`src/rtl/cmpout_pkg.sv`:
```
package cmpout_pkg;

    localparam int MODE_W = 2;
    localparam int WAVE_W = 2;

    typedef enum logic [WAVE_W-1:0] {
        WG_PLAIN = 2'b00,
        WG_SLOPE = 2'b01,
        WG_DUAL  = 2'b10,
        WG_RSVD  = 2'b11
    } wave_e;

    typedef enum logic [1:0] {
        ACT_HOLD   = 2'b00,
        ACT_CLEAR  = 2'b01,
        ACT_SET    = 2'b10,
        ACT_TOGGLE = 2'b11
    } act_e;

    typedef enum logic {
        ST_LOW  = 1'b0,
        ST_HIGH = 1'b1
    } cmp_st_e;

    localparam logic [MODE_W-1:0] MD_OFF   = 2'b00;
    localparam logic [MODE_W-1:0] MD_TOGL  = 2'b01;
    localparam logic [MODE_W-1:0] MD_CLR   = 2'b10;
    localparam logic [MODE_W-1:0] MD_SET   = 2'b11;

endpackage

```
`src/rtl/cmpout_action_dec.sv`:
```
module cmpout_action_dec
    import cmpout_pkg::*;
(
    input  wave_e             wave_i,
    input  logic [MODE_W-1:0] mode_i,
    input  logic              match_i,
    input  logic              force_i,
    input  logic              bottom_i,
    input  logic              down_i,
    output act_e              act_o
);

    always_comb begin
        act_o = ACT_HOLD;
        unique case (wave_i)
            WG_PLAIN: begin
                if (match_i || force_i) begin
                    unique case (mode_i)
                        MD_TOGL: act_o = ACT_TOGGLE;
                        MD_CLR:  act_o = ACT_CLEAR;
                        MD_SET:  act_o = ACT_SET;
                        default: act_o = ACT_HOLD;
                    endcase
                end
            end
            WG_SLOPE: begin
                if (match_i) begin
                    unique case (mode_i)
                        MD_CLR:  act_o = ACT_CLEAR;
                        MD_SET:  act_o = ACT_SET;
                        default: act_o = ACT_HOLD;
                    endcase
                end else if (bottom_i) begin
                    unique case (mode_i)
                        MD_CLR:  act_o = ACT_SET;
                        MD_SET:  act_o = ACT_CLEAR;
                        default: act_o = ACT_HOLD;
                    endcase
                end
            end
            WG_DUAL: begin
                if (match_i) begin
                    unique case (mode_i)
                        MD_CLR:  act_o = down_i ? ACT_SET : ACT_CLEAR;
                        MD_SET:  act_o = down_i ? ACT_CLEAR : ACT_SET;
                        default: act_o = ACT_HOLD;
                    endcase
                end
            end
            default: act_o = ACT_HOLD;
        endcase
    end

endmodule

```
`src/rtl/cmpout_state_fsm.sv`:
```
module cmpout_state_fsm
    import cmpout_pkg::*;
(
    input  logic clk_i,
    input  logic rst_ni,
    input  act_e act_i,
    output logic cmp_o
);

    cmp_st_e state_q;
    cmp_st_e state_d;

    always_comb begin
        state_d = state_q;
        unique case (act_i)
            ACT_CLEAR:  state_d = ST_LOW;
            ACT_SET:    state_d = ST_HIGH;
            ACT_TOGGLE: state_d = (state_q == ST_HIGH) ? ST_LOW : ST_HIGH;
            default:    state_d = state_q;
        endcase
    end

    always_ff @(posedge clk_i or negedge rst_ni) begin
        if (!rst_ni) begin
            state_q <= ST_LOW;
        end else begin
            state_q <= state_d;
        end
    end

    always_comb begin
        cmp_o = (state_q == ST_HIGH);
    end


    toggle_flip_chk: assert property (@(posedge clk_i) disable iff (!rst_ni)
        (act_i == ACT_TOGGLE) |=> (cmp_o != $past(cmp_o)));


    clear_low_chk: assert property (@(posedge clk_i) disable iff (!rst_ni)
        (act_i == ACT_CLEAR) |=> !cmp_o);


    set_high_chk: assert property (@(posedge clk_i) disable iff (!rst_ni)
        (act_i == ACT_SET) |=> cmp_o);

endmodule

```
`src/rtl/cmpout_pin_mux.sv`:
```
module cmpout_pin_mux
    import cmpout_pkg::*;
(
    input  logic [MODE_W-1:0] mode_i,
    input  logic              cmp_i,
    input  logic              port_data_i,
    input  logic              port_dir_i,
    output logic              pin_o,
    output logic              pin_oe_o
);

    logic override;

    always_comb begin
        override = |mode_i;
        pin_o    = override ? cmp_i : port_data_i;
        pin_oe_o = port_dir_i;
    end

endmodule

```
`src/rtl/cmpout_unit.sv`:
```
module cmpout_unit
    import cmpout_pkg::*;
(
    input  logic              clk_i,
    input  logic              rst_ni,
    input  logic              cmp_match_i,
    input  logic              cmp_force_i,
    input  logic              cnt_bottom_i,
    input  logic              cnt_down_i,
    input  logic [MODE_W-1:0] out_mode_i,
    input  logic [WAVE_W-1:0] wave_sel_i,
    input  logic              port_data_i,
    input  logic              port_dir_i,
    output logic              pin_o,
    output logic              pin_oe_o
);

    wave_e wave;
    act_e  act;
    logic  cmp_q;

    always_comb begin
        wave = wave_e'(wave_sel_i);
    end

    cmpout_action_dec u_dec (
        .wave_i   (wave),
        .mode_i   (out_mode_i),
        .match_i  (cmp_match_i),
        .force_i  (cmp_force_i),
        .bottom_i (cnt_bottom_i),
        .down_i   (cnt_down_i),
        .act_o    (act)
    );

    cmpout_state_fsm u_fsm (
        .clk_i  (clk_i),
        .rst_ni (rst_ni),
        .act_i  (act),
        .cmp_o  (cmp_q)
    );

    cmpout_pin_mux u_mux (
        .mode_i      (out_mode_i),
        .cmp_i       (cmp_q),
        .port_data_i (port_data_i),
        .port_dir_i  (port_dir_i),
        .pin_o       (pin_o),
        .pin_oe_o    (pin_oe_o)
    );


    mode_off_hold_chk: assert property (@(posedge clk_i) disable iff (!rst_ni)
        (out_mode_i == MD_OFF) |=> (cmp_q == $past(cmp_q)));


    pwm_force_ignored_chk: assert property (@(posedge clk_i) disable iff (!rst_ni)
        ((wave_sel_i != 2'b00) && cmp_force_i && !cmp_match_i && !cnt_bottom_i)
        |=> (cmp_q == $past(cmp_q)));


    rsvd_wave_hold_chk: assert property (@(posedge clk_i) disable iff (!rst_ni)
        (wave_sel_i == 2'b11) |=> (cmp_q == $past(cmp_q)));


    dual_up_clear_chk: assert property (@(posedge clk_i) disable iff (!rst_ni)
        ((wave_sel_i == 2'b10) && (out_mode_i == MD_CLR) && cmp_match_i && !cnt_down_i)
        |=> !cmp_q);


    pin_source_chk: assert property (@(posedge clk_i) disable iff (!rst_ni)
        (out_mode_i != MD_OFF) |-> (pin_o == cmp_q));

endmodule

```
`config.mk`:
```
export PLATFORM = sky130hd
export DESIGN_NAME = cmpout_unit
export DESIGN_NICKNAME = d
export VERILOG_FILES = /design/src/rtl/cmpout_pkg.sv /design/src/rtl/cmpout_action_dec.sv /design/src/rtl/cmpout_state_fsm.sv /design/src/rtl/cmpout_pin_mux.sv /design/src/rtl/cmpout_unit.sv
export SDC_FILE = /design/constraint.sdc
export NUM_CORES = 1
export LEC_CHECK = 0
export ABC_AREA = 1
export BUFFER_PORTS_ARGS = -buffer_cell sky130_fd_sc_hd__buf_4
export CORE_AREA = 2 2 39 41
export CTS_BUF_LIST = sky130_fd_sc_hd__clkbuf_2 sky130_fd_sc_hd__clkbuf_4 sky130_fd_sc_hd__clkbuf_8
export DETAILED_ROUTE_END_ITERATION = 8
export DIE_AREA = 0 0 41 43
export GPL_ROUTABILITY_DRIVEN = 0
export SKIP_LAST_GASP = 1
export SYNTH_ARGS = -nofsm -noshare
export SYNTH_HDL_FRONTEND = slang
export SYNTH_SLANG_ARGS = --single-unit
export TNS_END_PERCENT = 1
```
`constraint.sdc`:
```
create_clock -name clk_i -period 0.8 [get_ports clk_i]
set_input_delay 0.16 -clock clk_i [delete_from_list [all_inputs] [get_ports clk_i]]
set_output_delay 0.16 -clock clk_i [all_outputs]
set_load 0.02 [all_outputs]
```
## Word-level counts from Yosys, hierarchy flattened

Cells that the tools add are included.

- Bits of input ports: 12
- Register bits after elaboration: 1
- Output and inout bits: 2
- Logic and storage cells: 27

- Equal/unequal tests: 8
- Multiplexer cells: 14
- Reductions and logical operators: 4

Operators with widths:

| cell | number |
|---|---|
| two-way mux 2 bit | 6 |
| case mux 2 bit (2 select lines) | 3 |
| case mux 2 bit (3 select lines) | 2 |
| equality test 2 bit, second input constant | 5 |
| equality test 2 x 1 -> 1 bit, second input constant | 3 |
| case mux 1 bit (3 select lines) | 1 |
| nonzero test 3 bit | 1 |
| logical NOT 2 bit | 1 |
| two-way mux 1 bit | 2 |
| OR reduction 2 bit | 1 |
| logical OR 1 bit | 1 |

## Longest topological paths before layout

- Depth after elaboration: 7
- Depth in mapped cells: 8
- Depth with buffers taken out: 8

## Hierarchy

Synthesis repeated with hierarchy kept, for this count alone.

- Cells, all modules: 54
- Area total of the unflattened synthesis: 271.5 um^2

By module, submodules not included:

| module | area each (um^2) | instances | cells an instance | sequential area each (um^2) |
|---|---|---|---|---|
| cmpout_action_dec | 203.9 | 1 | 43 | 0.0 |
| cmpout_state_fsm | 43.8 | 1 | 6 | 25.0 |
| cmpout_pin_mux | 23.8 | 1 | 5 | 0.0 |

## Worst setup path before layout

Ideal clock, no wire load.

- Kind: in2out
- Start point: in out_mode_i[0]
- End point: out pin_o
- Stages: 3
- Arrival time: 0.902 ns
- Required time: 0.640 ns
- Setup slack: -0.262 ns
- Path buffers: 0
- Cells stage by stage: inv_1 > ha_1 > o21ai_0

- Word-level cells in the longest chain between the ends: 2

RTL lines:

| element | RTL line | source |
|---|---|---|
| from (decl) | cmpout_unit.sv:10 | `input logic [MODE_W-1:0] out_mode_i,` |
| OR reduction 2 bit | cmpout_pin_mux.sv:15 | `override = \|mode_i;` |
| two-way mux 1 bit | cmpout_pin_mux.sv:16 | `pin_o = override ? cmp_i : port_data_i;` |
| to (decl) | cmpout_unit.sv:14 | `output logic pin_o,` |

No other way between the ends.

## Final worst setup path

Same ends and word-level chain as after synthesis.

==> impl_metrics.yaml <==
critical_path:
  cp_num_buf_inv: 3
  cp_cell_sequence: "buf_12 -> inv_4 -> ha_2 -> nand2_1 -> o21ai_2 -> buf_4"
  end_kind: "output pin"
  start_kind: "input port"
  critical_path.slowest_cell: "ha_2"
  crit_path_max_incr_delay_ns: 0.18
  reg2reg_setup_slack_ns: 0.08
  criticalPathCategory: "input port to output pin"
  reg2regPathDepth: 4
  cp.arrival_ns: 0.77
  cp_top_family: "buffers and inverters"
  critPathRequiredTime_ns: 0.64
  path_max_fanout: 3
  rr_startpoint: "u_fsm.cmp_o$_DFFE_PN0P_"
  timing.rr.end: "u_fsm.cmp_o$_DFFE_PN0P_"
layout:
  fin_nets: 81
  area_delta_synth_final_pct: 70.9
  drive_gt1_share_pct: 41.9
  diodes: 0
  largest_reg_flops: 1
sta:
  clock_skew_ns: 0
  setup_violations: 2
  fin_ws_ns: -0.127
  finalMaxSlewViolations: 0
  tns_ns: -0.247
  whs_ns: 0.320
  worst_pin_slew_ns: 0.177
  rsz0062_at_grt: "true"
  layout_worst_path_cycle_share_pct: 116
  slew_headroom_pct: 88.2
  max_freq_mhz: 1080
  layout_min_cycle_time_ns: 0.927
  finalHoldViolCount: 0
pwr:
  ir_drop_v: 0.000378
  powerDensity_mw_per_mm2: 745
  leakage_nw: 0.243
yosys:
  ys_seq_area_share_pct: 8.97
  yosysWarnings: 0
  syn_area_sq_um: 279
  postSynthAreaPerCell_sq_um: 5.58
  synth_cell_type_count: 11
  syn_nets: 67
  syn_inst: 50
  synth_seq_cells: 1
floorplanning:
  die_area_sq_mm: 0.00176
  start_util_pct: 20.2
  core_area_sq_mm: 0.00138
  num_io_pins: 14
  die_w_microns: 41
  die_h_microns: 43
  rows: 14
global_route:
  grt_overflow: 0
  grt.total_usage_pct: 7.31
  grt_max_degree: 6
  antenna_found_initial: 0
  grt_pass1_wl_microns: 972
  grt_pass1_vias: 269
placed_design:
  dp.final_hpwl_microns: 513
  io_buffers: 11
routing:
  drtIter0Drc: 7
  vias_per_cell: 4.06
  drtPass1Iterations: 4
  wirelength_microns: 576
  vias: 317
  ant_nets: 0
  drc_errors: 0
  post_drt_wl_per_cell_microns: 7.38
clock_tree:
  clk_latency_ns: 0
hold_path:
  hold_depth: 0
  hp-start: "port_dir_i"
  min_to: "pin_oe_o"
  hold_path_class: "input port to output pin"
flow_run:
  max_cap_violations: 0
run_status:
  status: "complete, but fails checks"
  violations: "setup timing"
## area by class of cell
type	instances	area, sq um
fillers	156	907
inverters	10	45.0
multi-input cells	38	262
flip-flops and latches	1	25.0
well taps	16	20.0
repair buffers	13	125
## metrics by stage
step / std cells / instance area [sq um] / worst slack (ns) / total power, mW / util, %
floorplan: 50 / 288 / -0.00899 / 0.208 / -
global placement: 77 / 390 / -0.212 / 0.312 / 28.2
detailed placement: 77 / 390 / -0.229 / 0.317 / 28.2
CTS: 78 / 437 / -0.146 / 0.340 / 31.6
global route: 78 / 477 / -0.185 / 0.394 / 34.4
finish: 78 / 477 / -0.127 / 0.355 / 34.4
## synth_stat cells
cell type  count  area [sq um]
nand4_1        1          6.26
dfrtp_1        1          25.0
nand3_2        2          20.0
nand3_1        2          10.0
nor2_2         1          6.26
ha_1           5          62.6
inv_1         10          37.5
nor2_1         6          22.5
o21ai_0        2          10.0
buf_4          1          7.51
nand2_1       19          71.3
## logic make-up after synthesis
kind of cell,share of synthesized area (%)
compound gates,3.59
fa+ha+maj,22.4
buf+inv,16.1
flops,8.97
simple gates,48.9
## power breakdown
group	internal [mW]	total (mW)	switching, mW
Sequential	0.0697	0.0801	0.0105
Combinational	0.146	0.275	0.129
Clock	0	0	0
## per-layer routing
layer | GRT usage [%] | wire (microns) | vias to the layer above
met5 | 0 | 0 | -
met1 | 9.90 | 266 | 137
met2 | 13.1 | 289 | 5
met3 | 0 | 20 | 0
li1 | - | - | 175
met4 | 0 | 0 | 0
## worst max path at each step
stage	from	to	slack [ns]	cells past startpoint
finish	out_mode_i[0]	pin_o	-0.13	6
global route	out_mode_i[1]	u_fsm.cmp_o$_DFFE_PN0P_	-0.19	8
CTS	out_mode_i[1]	u_fsm.cmp_o$_DFFE_PN0P_	-0.15	6
detailed placement	out_mode_i[0]	u_fsm.cmp_o$_DFFE_PN0P_	-0.23	8
global placement	out_mode_i[0]	u_fsm.cmp_o$_DFFE_PN0P_	-0.21	8
floorplan	out_mode_i[1]	pin_o	-0.009	3
## layout by cell type, fill, tap and decap left out, types with 2 or more instances in the layout
cell type,instances
nor2_2,2
nor2_1,5
buf_12,2
nand3_2,2
o21ai_2,2
nand2_1,18
buf_4,10
ha_4,3
nand3_1,2
inv_1,7
## what timing repair did
item,4_1_cts,5_1_grt
pin swaps,3,8
setup endpoints to repair,2,2
gates resized for setup,9,10
endpoints found under the hold margin,1,0
buffers inserted,0,0
hold buffers,1,0
Power figures use the tool's default switching activity.
